### src/rtl/ea_pkg.sv
package ea_pkg;
   typedef enum logic [3:0] {
      EA_ABS_S   = 4'd0,
      EA_ABS_L   = 4'd1,
      EA_IND     = 4'd2,
      EA_POSTINC = 4'd3,
      EA_PREDEC  = 4'd4,
      EA_DISP    = 4'd5,
      EA_INDEX   = 4'd6,
      EA_BDISP   = 4'd7,
      EA_MI      = 4'd8,
      EA_MI_POST = 4'd9,
      EA_MI_PRE  = 4'd10
   } ea_mode_e;

   typedef enum logic [1:0] {
      SZ_BYTE = 2'd0,
      SZ_WORD = 2'd1,
      SZ_LONG = 2'd2
   } ea_size_e;

   typedef enum logic {
      ST_IDLE  = 1'b0,
      ST_FETCH = 1'b1
   } ea_state_e;
endpackage

### src/rtl/ea_index.sv
module ea_index #(
   parameter int AW             = 32,
   parameter int SCALE_BITS     = 2,
   parameter bit SCALE_BY_SHIFT = 1'b1
) (
   input  logic [AW-1:0]         idx_i,
   input  logic                  long_i,
   input  logic [SCALE_BITS-1:0] scale_i,
   input  logic                  sup_i,
   output logic [AW-1:0]         scaled_o
);
   localparam int MAX_SHIFT = (1 << SCALE_BITS) - 1;

   if (AW < 16) begin : g_bad_aw
      $error("ea_index: AW must be at least 16");
   end
   if (SCALE_BITS < 1 || SCALE_BITS > 3) begin : g_bad_sb
      $error("ea_index: SCALE_BITS must be 1..3");
   end

   logic [AW-1:0] ext;
   always_comb begin
      if (sup_i)       ext = '0;
      else if (long_i) ext = idx_i;
      else             ext = {{(AW-16){idx_i[15]}}, idx_i[15:0]};
   end

   if (SCALE_BY_SHIFT) begin : g_shift
      assign scaled_o = ext << scale_i;
   end else begin : g_mux
      always_comb begin
         scaled_o = ext;
         for (int s = 1; s <= MAX_SHIFT; s++) begin
            if (scale_i == SCALE_BITS'(s)) scaled_o = ext << s;
         end
      end
   end
endmodule

### src/rtl/ea_step.sv
module ea_step #(
   parameter int RW     = 3,
   parameter int SP_REG = 7
) (
   input  logic [1:0]    size_i,
   input  logic [RW-1:0] reg_num_i,
   output logic [2:0]    step_o
);
   import ea_pkg::*;

   if (SP_REG < 0 || SP_REG >= (1 << RW)) begin : g_bad_sp
      $error("ea_step: SP_REG out of range for RW");
   end

   always_comb begin
      case (size_i)
         SZ_BYTE: step_o = (reg_num_i == RW'(SP_REG)) ? 3'd2 : 3'd1;
         SZ_WORD: step_o = 3'd2;
         default: step_o = 3'd4;
      endcase
   end
endmodule

### src/rtl/ea_fsm.sv
module ea_fsm (
   input  logic clk,
   input  logic rst_n,
   input  logic start_i,
   input  logic indirect_i,
   input  logic mem_ack_i,
   output logic cap_start_o,
   output logic cap_ptr_o,
   output logic busy_o,
   output logic mem_req_o,
   output logic done_o
);
   import ea_pkg::*;

   ea_state_e state_q;

   assign cap_start_o = start_i && (state_q == ST_IDLE);
   assign cap_ptr_o   = (state_q == ST_FETCH) && mem_ack_i;
   assign busy_o      = (state_q == ST_FETCH);
   assign mem_req_o   = (state_q == ST_FETCH);

   always_ff @(posedge clk or negedge rst_n) begin
      if (!rst_n) begin
         state_q <= ST_IDLE;
         done_o  <= 1'b0;
      end else begin
         done_o <= (cap_start_o && !indirect_i) || cap_ptr_o;
         if (cap_start_o && indirect_i) state_q <= ST_FETCH;
         else if (cap_ptr_o)            state_q <= ST_IDLE;
      end
   end

   // start must not arrive during a fetch (input assumption, R11)
   assert_start_idle_R11: assert property (@(posedge clk) disable iff (!rst_n)
      start_i |-> !busy_o);
   // direct modes finish one cycle after start
   assert_direct_done_R11: assert property (@(posedge clk) disable iff (!rst_n)
      (start_i && !busy_o && !indirect_i) |=> done_o);
   // an indirect start raises the request next cycle
   assert_req_follows_R11: assert property (@(posedge clk) disable iff (!rst_n)
      (start_i && !busy_o && indirect_i) |=> (mem_req_o && !done_o));
   // ack ends the fetch with done in the following cycle
   assert_ack_done_R11: assert property (@(posedge clk) disable iff (!rst_n)
      (mem_req_o && mem_ack_i) |=> (done_o && !mem_req_o));
endmodule

### src/rtl/ea_gen.sv
module ea_gen #(
   parameter int AW             = 32,
   parameter int RW             = 3,
   parameter int SP_REG         = 7,
   parameter int SCALE_BITS     = 2,
   parameter bit SCALE_BY_SHIFT = 1'b1
) (
   input  logic                  clk,
   input  logic                  rst_n,
   input  logic                  start_i,
   input  logic [3:0]            mode_i,
   input  logic [1:0]            size_i,
   input  logic [RW-1:0]         reg_num_i,
   input  logic                  use_pc_i,
   input  logic [AW-1:0]         base_i,
   input  logic [AW-1:0]         pc_i,
   input  logic [AW-1:0]         idx_i,
   input  logic                  idx_long_i,
   input  logic [SCALE_BITS-1:0] scale_i,
   input  logic                  idx_sup_i,
   input  logic                  base_sup_i,
   input  logic [AW-1:0]         bd_i,
   input  logic                  bd_long_i,
   input  logic [AW-1:0]         od_i,
   input  logic                  od_long_i,
   input  logic                  mem_ack_i,
   input  logic [AW-1:0]         mem_rdata_i,
   output logic                  mem_req_o,
   output logic [AW-1:0]         mem_addr_o,
   output logic                  busy_o,
   output logic                  done_o,
   output logic [AW-1:0]         addr_o,
   output logic                  wb_en_o,
   output logic [AW-1:0]         wb_val_o
);
   import ea_pkg::*;

   localparam int SEXT16 = AW - 16;
   localparam int SEXT8  = AW - 8;

   if (AW < 16) begin : g_bad_aw
      $error("ea_gen: AW must be at least 16");
   end

   // ---------------- mode decode ----------------
   logic is_indirect, sup_ok, is_autoinc, is_autodec;
   assign is_indirect = (mode_i == EA_MI) || (mode_i == EA_MI_POST) || (mode_i == EA_MI_PRE);
   assign sup_ok      = (mode_i == EA_BDISP) || is_indirect;
   assign is_autoinc  = (mode_i == EA_POSTINC);
   assign is_autodec  = (mode_i == EA_PREDEC);

   // ---------------- operand preparation ----------------
   logic [AW-1:0] base_sel, base_eff, bd16, bd8, bd_ext, od_ext;
   assign base_sel = use_pc_i ? pc_i : base_i;
   assign base_eff = (sup_ok && base_sup_i) ? '0 : base_sel;
   assign bd16     = {{SEXT16{bd_i[15]}}, bd_i[15:0]};
   assign bd8      = {{SEXT8{bd_i[7]}}, bd_i[7:0]};
   assign bd_ext   = bd_long_i ? bd_i : bd16;
   assign od_ext   = od_long_i ? od_i : {{SEXT16{od_i[15]}}, od_i[15:0]};

   logic [AW-1:0] scaled;
   ea_index #(
      .AW(AW), .SCALE_BITS(SCALE_BITS), .SCALE_BY_SHIFT(SCALE_BY_SHIFT)
   ) u_index (
      .idx_i   (idx_i),
      .long_i  (idx_long_i),
      .scale_i (scale_i),
      .sup_i   (sup_ok && idx_sup_i),
      .scaled_o(scaled)
   );

   logic [2:0]    step;
   logic [AW-1:0] step_w;
   ea_step #(.RW(RW), .SP_REG(SP_REG)) u_step (
      .size_i   (size_i),
      .reg_num_i(reg_num_i),
      .step_o   (step)
   );
   assign step_w = {{(AW-3){1'b0}}, step};

   // ---------------- address arithmetic ----------------
   logic [AW-1:0] base_up, base_dn, addr_c, tail_c;
   assign base_up = base_sel + step_w;
   assign base_dn = base_sel - step_w;

   always_comb begin
      case (mode_i)
         EA_ABS_S:   addr_c = bd16;
         EA_ABS_L:   addr_c = bd_i;
         EA_PREDEC:  addr_c = base_dn;
         EA_DISP:    addr_c = base_sel + bd16;
         EA_INDEX:   addr_c = base_sel + bd8 + scaled;
         EA_BDISP:   addr_c = bd_ext + base_eff + scaled;
         EA_MI:      addr_c = bd_ext + base_eff;
         EA_MI_POST: addr_c = bd_ext + base_eff;
         EA_MI_PRE:  addr_c = bd_ext + base_eff + scaled;
         default:    addr_c = base_sel;
      endcase
      tail_c = (mode_i == EA_MI_POST) ? (scaled + od_ext) : od_ext;
   end

   // ---------------- sequencing ----------------
   logic cap_start, cap_ptr;
   ea_fsm u_fsm (
      .clk        (clk),
      .rst_n      (rst_n),
      .start_i    (start_i),
      .indirect_i (is_indirect),
      .mem_ack_i  (mem_ack_i),
      .cap_start_o(cap_start),
      .cap_ptr_o  (cap_ptr),
      .busy_o     (busy_o),
      .mem_req_o  (mem_req_o),
      .done_o     (done_o)
   );

   // ---------------- result registers ----------------
   logic [AW-1:0] ptr_addr_q, tail_q;
   always_ff @(posedge clk or negedge rst_n) begin
      if (!rst_n) begin
         addr_o     <= '0;
         wb_en_o    <= 1'b0;
         wb_val_o   <= '0;
         ptr_addr_q <= '0;
         tail_q     <= '0;
      end else begin
         wb_en_o <= 1'b0;
         if (cap_start) begin
            if (is_indirect) begin
               ptr_addr_q <= addr_c;
               tail_q     <= tail_c;
            end else begin
               addr_o   <= addr_c;
               wb_en_o  <= (is_autoinc || is_autodec) && !use_pc_i;
               wb_val_o <= is_autoinc ? base_up : base_dn;
            end
         end else if (cap_ptr) begin
            addr_o <= mem_rdata_i + tail_q;
         end
      end
   end
   assign mem_addr_o = ptr_addr_q;

   // write-back only alongside done
   assert_wb_with_done_R3: assert property (@(posedge clk) disable iff (!rst_n)
      wb_en_o |-> done_o);
   // pointer address holds while the request waits
   assert_req_hold_R11: assert property (@(posedge clk) disable iff (!rst_n)
      (mem_req_o && !mem_ack_i) |=> (mem_req_o && $stable(mem_addr_o)));
   // program-counter base never writes back
   assert_pc_no_wb_R10: assert property (@(posedge clk) disable iff (!rst_n)
      $past(start_i && !busy_o && use_pc_i) |-> !wb_en_o);
   // stack pointer byte post-increment moves by two
   assert_sp_even_R4: assert property (@(posedge clk) disable iff (!rst_n)
      $past(start_i && !busy_o && !use_pc_i && mode_i == 4'd3 &&
            reg_num_i == RW'(SP_REG) && size_i == 2'd0)
      |-> (wb_en_o && wb_val_o == $past(base_i) + AW'(2)));
endmodule

### config.mk
export PLATFORM = sky130hd
export DESIGN_NAME = ea_gen
export DESIGN_NICKNAME = d
export VERILOG_FILES = /design/src/rtl/ea_pkg.sv /design/src/rtl/ea_index.sv /design/src/rtl/ea_step.sv /design/src/rtl/ea_fsm.sv /design/src/rtl/ea_gen.sv
export SDC_FILE = /design/constraint.sdc
export NUM_CORES = 1
export LEC_CHECK = 0
export BUFFER_PORTS_ARGS = -buffer_cell sky130_fd_sc_hd__buf_2
export CORE_ASPECT_RATIO = 0.6
export CORE_MARGIN = 2
export CORE_UTILIZATION = 50
export CTS_BUF_LIST = sky130_fd_sc_hd__clkbuf_4 sky130_fd_sc_hd__clkbuf_8
export CTS_CLUSTER_DIAMETER = 40
export DETAILED_ROUTE_END_ITERATION = 7
export GPL_TIMING_DRIVEN = 0
export PLACE_DENSITY = 0.71
export SYNTH_ARGS = -nofsm -noshare
export SYNTH_HDL_FRONTEND = slang
export SYNTH_SLANG_ARGS = --single-unit
### constraint.sdc
create_clock -name clk -period 5.6 [get_ports clk]
set_input_delay 1.12 -clock clk [delete_from_list [all_inputs] [get_ports clk]]
set_output_delay 1.12 -clock clk [all_outputs]
set_load 0.03 [all_outputs]
---- Yosys cells after proc, flatten, opt, wreduce, memory -nomap -nowiden ----
Index checks and enable logic that the tools add are counted.
word-level totals
  word-level logic and storage cells ...... 72
  input port bits ......................... 213
  flip-flop bits (word level) ............. 131
  output and inout bits ................... 100
operators by class
  bitwise gates (word level) .............. 2
  shift operators ......................... 1
  multiplexer cells ....................... 18
  add/sub/neg operators ................... 9
  reductions and logical operators ........ 23
  eq/ne operators ......................... 12
operators by type and width
  cell                  count
  $mux W32              11
  $add A32 B32 Y32      7
  $pmux W32 S7          1
  $add A32 B3 Y32       1
  $shl A32 B2 Y32       1
  $sub A32 B3 Y32       1
  $eq A4 B3 Y1 const B  4
  $eq A4 B4 Y1 const B  3
  $logic_and A1 B1 Y1   7
  $pmux W3 S2           1
  $reduce_and A2 Y1     3
  $logic_or A1 B1 Y1    5
  $eq A4 B1 Y1 const B  1
  $eq A4 B2 Y1 const B  1
  $logic_not A4 Y1      1
  $mux W1               4
  $reduce_bool A2 Y1    2
  $reduce_or A2 Y1      2
  $eq A3 B3 Y1 const B  1
  $eq A2 B1 Y1 const B  1
  $logic_not A1 Y1      2
  $logic_not A2 Y1      1
  $mux W2               1
  $ne A2 B2 Y1 const B  1
  $not A1 Y1            2

---- Logic depth before layout (Yosys ltp) ----
  depth after elaboration ................. 11
  depth in mapped cells ................... 29

---- Hierarchy ----
A second synthesis with hierarchy kept.
second synthesis, totals
  cells, all modules ...................... 2610
  area total of the unflattened synthesis .. 20011.7 µm²
by module, submodules not included
  module    area an instance (µm²)  sequential area each (µm²)  times used  cells each
  ea_gen    18984.5                 3228.1                      1           2503
  ea_index  908.4                   0.0                         1           94
  ea_fsm    96.3                    50.0                        1           9
  ea_step   22.5                    0.0                         1           4

---- Worst setup path before layout ----
OpenSTA, ideal clock, no wires.
  path kind ............................... input to register
  from .................................... in use_pc_i
  to ...................................... reg addr_o[31]
  data required time ...................... 5.466 ns
  slack ................................... -1.650 ns
  stages on the path ...................... 27
  setup time .............................. 0.134 ns
  arrival ................................. 7.116 ns
  path buffers ............................ 5
  cells stage by stage .................... buf_6 -> buf_2 -> buf_2 -> buf_1 -> buf_1 -> mux2i_1 -> nor2_1 -> ha_1 -> nor2b_1 -> o31a_1 -> o31ai_1 -> o21a_1 -> o21ai_1 -> a21boi_1 -> o21ai_0 -> xnor2_1 -> ha_1 -> a21o_1 -> a21o_1 -> a2111o_1 -> a31oi_1 -> nor3b_1 -> a311o_1 -> nor3_1 -> xor2_1 -> a211oi_1 -> o211ai_1
on the way
  cells in the longest elaborated chain, start to end .. 7
  elaborated cells on any way between the ends .. 11
  classes of those cells .................. add/sub: 6; mux: 5
ends and longest elaborated chain
  what                    RTL line                    RTL
  start: declaration      ea_gen.sv:14                input logic use_pc_i,
  $mux W32 *              ea_gen.sv:54                assign base_sel = use_pc_i ? pc_i : base_i;
  $mux W32                ea_gen.sv:55                assign base_eff = (sup_ok && base_sup_i) ? '0 : base_sel;
  $add A32 B32 Y32        n/a
  $add A32 B32 Y32        ea_gen.sv:93, ea_gen.sv:96
  $pmux W32 S7 *          ea_gen.sv:87                case (mode_i)
  $mux W32 *              ea_gen.sv:129               if (is_indirect) begin
  $mux W32 *              ea_gen.sv:128               if (cap_start) begin
  end signal: assignment  ea_gen.sv:133               addr_o <= addr_c;
  end signal: assignment  ea_gen.sv:138               addr_o <= mem_rdata_i + tail_q;
  end: declaration        ea_gen.sv:32                output logic [AW-1:0] addr_o,
Mark *: on every way between the ends. The rest lies on a longest branch, timed or not. The select of a mux whose other input is x is not followed.
A chain may end at the register's enable or synchronous reset.

---- Final worst setup path ----
  from .................................... in use_pc_i
  to ...................................... reg addr_o[28]
The elaborated chain is that of the path after synthesis.

==> results.cfg <==
[run_status]
status = finished, violations left
violations = max-capacitance violations, max-slew violations, negative setup slack

[worst_setup_path]
worstSetupPathDepth = 30
cpMostUsedCell = buf_12
worstRegToRegCells = 13
reg2reg_from = tail_q[0]
r2r-end = addr_o[30]
cp-end-kind = register
worst-setup-path-type = in -> reg
slowest_delay_ns = 0.40
path_buf_inv = 7
path_delay_family = compound AO/OA/AOI/OAI gates
path_max_fanout = 7
r2r_setup_slack_ns = 1.94
crit_end = addr_o[28]
worstPathRequired_ns = 5.93
start_kind = primary input
crit_start = use_pc_i
slowest_stage = fa_2
critPathArrivalTime_ns = 6.56

[cts]
clkLatencyLatePin_ns = 0.53
path_clk_slew_ns = 0.12
cts.sinks = 131
ctsHoldBuffers = 0
cts_htree_levels = 4
clk_path_buf_depth = 2
cts_buffers = 17
root_buffer = clkbuf_8
cts_tree = built

[timing]
finalSetupViolCount = 35
fin_crit_sh = 1.11
worst_slew_pin_slew_ns = 1.51
slew_headroom = -0.0147
rsz0062_at_grt = yes
max_freq_ghz = 0.161
period_minus_slack_ns = 6.22
hold_violations = 0
holdWs_ns = 0.480
skew_ns = 0.0297
setup_ws_ns = -0.622
timing.final.max_slew_violations = 8

[synth]
yosysTopAreaCellShare = 0.158
synthTopCellsByArea = dfrtp_1 (16%), ha_1 (12%), nand2_1 (6.9%)
syn-num-nets = 3295
yosysUniqueCellTypes = 87
syn_area_um2 = 20700
syn-instance-count = 2852
syn_area_per_cell_um2 = 7.26
yosys.area.top_type = dfrtp_1
ys_ff_latch = 131
synth_ff_type = dfrtp_1
synth_edf_count = 0
async_reset_ff_frac = 1.00
synth_warnings = 0
ys_seq_area_frac = 0.158

[final_layout]
nFillCells = 3668
areaGrowthSynthToFinish_pct = 24.8
stdcell_area_um2 = 25800
final_common_cell = nand2_1
multi_input_area_um2 = 17400
mostFrequentLayoutCells = nand2_1 (375), buf_2 (306), a21oi_1 (240), nor2_1 (222), o21ai_0 (186)
antenna_cells = 0
fin_nets = 3751
post_route_cells_drive_above_1_share = 0.214
seq_area_um2 = 3280

[drt]
final_antenna_net_count = 0
vias = 25300
drc = 0
drtIter0Drc = 3508
drtPass1Iterations = 8
routed_wl_um = 96800
routed_via_density = 6.57
wl_per_cell_um = 25.1

[placement]
placed_area_um2 = 23200
pre_cts_slack_ns = -2.23
place_congestion = 1.03
numPortBuffers = 308
dpl.hpwl_um = 77700

[floorplanning]
die_y_um = 162
pin_count = 313
fp.coreArea_um2 = 40700
num_rows = 57
start_util = 0.509
die_area_um2 = 43100
die_w_um = 267

[global_routing]
grt_max_degree = 97
grt_first_pass_wirelength_um = 140000
grt_antenna_before_repair = 1
first_global_vias = 22800
grt-ovfl-total = 0
grt_util_all_layers = 0.433

[job]
cap_violations = 2

[pwr]
peakVddDrop_v = 0.000214
power.total_w = 0.00788
power_density_nw_per_um2 = 305
p_leak_nw = 12.0

[min_path]
min_path_type = reg -> reg
worst min path at each step:
stage | from | endpoint | cells past startpoint
after detailed placement | addr_o[8] | addr_o[8] | 2
after CTS | addr_o[8] | addr_o[8] | 2
after floorplan | tail_q[18] | tail_q[18] | 2
after global routing | rst_n | wb_val_o[24] | 1
final | addr_o[8] | addr_o[8] | 2
after global placement | addr_o[8] | addr_o[8] | 2
cell families (layout without fill, tap and decap cells):
| kind of cell | after synthesis | in the layout | share of synthesized area |
|---|---|---|---|
| and+or+nand+nor | 968 | 968 | 0.216 |
| xor gates and xnor gates | 184 | 184 | 0.0778 |
| adders and majority gates | 230 | 230 | 0.153 |
| buffers and inverters | 309 | 778 | 0.0571 |
| DFF | 131 | 131 | 0.158 |
| AOI/OAI and AO/OA | 936 | 936 | 0.288 |
| muxes | 94 | 94 | 0.0493 |
metal layers:
metal  vias up  part of all wire  track usage
met1     12000              0.43        0.637
met4         2             0.042        0.155
met3       249              0.14        0.133
met2      1774              0.39        0.584
met5         -           0.00014            0
li1      11300                 -            -
metrics by stage:
| step | setup TNS [ns] | cells | util |
|---|---|---|---|
| floorplan | -5.60 | 2852 | - |
| global placement | -85.56 | 3691 | 0.570 |
| detailed placement | -93.03 | 3694 | 0.572 |
| CTS | -7.36 | 3823 | 0.621 |
| global route | -17.50 | 3852 | 0.636 |
| finish | -12.38 | 3852 | 0.636 |
flip-flops by register name, summed over array words and instances (netlist names):
register / count
addr_o: 32
mem_addr_o: 32
tail_q: 32
u_fsm.busy_o: 1
u_fsm.done_o: 1
wb_en_o: 1
wb_val_o: 32
where the power goes:
group	leakage [nW]	total, W	switching, W	internal, W
combinational	10.2	0.00556	0.00342	0.00214
clock	0.209	0.000964	0.000582	0.000382
sequential	1.60	0.00135	0.000172	0.00118
total	12.0	0.00788	0.00418	0.00370
repair_timing:
action                     in CTS  in global routing
setup endpoints to repair      66                 42
gates cloned                    1                  0
pin swaps                      99                 95
setup buffers                 111                 37
resized for setup             180                 86
worst register-to-register path, stage by stage, from the launching register on:
cell and delay, ns:
dfrtp_1 0.40, ha_1 0.19, inv_1 0.06, fa_1 0.37, nand2b_1 0.21, a21oi_1 0.37, o211ai_1 0.29, a21boi_0 0.39
o21ai_0 0.29, a211oi_1 0.33, o21ai_0 0.16, mux2i_1 0.14, a31oi_1 0.19, a31oi_1 0.10
cell type report:
class	count	area share
multi-input cells	2412	0.674
plain buffers	116	0.0241
clock buffers	17	0.00905
flip-flops and latches	131	0.127
clock inverters	15	0.00702
well taps	531	0.0257
inverters	189	0.0277
repair buffers	441	0.106
synth_stat cells, drive strengths merged, types with 9 or more instances:
master   instances
a21boi          11
nor3            74
or3             23
buf             12
xor2            49
nor2b           29
a21o            73
nor2           228
mux2i           75
a22oi           18
o21ai          248
dfrtp          131
a21oi          261
o21a            32
a31oi           27
nor4            12
nor3b           13
nand4           25
inv            186
nand3           58
nand2          381
and3            30
fa              39
a211oi          47
a211o           10
o21bai          23
xnor2          135
nand2b          35
a2111oi          9
mux2            15
o211ai          35
a32oi           10
a221o           15
ha             191
o31ai           18
a221oi          33
and2            18
clkbuf         108
or2             14
No activity file was read; power rests on OpenSTA's default activity.
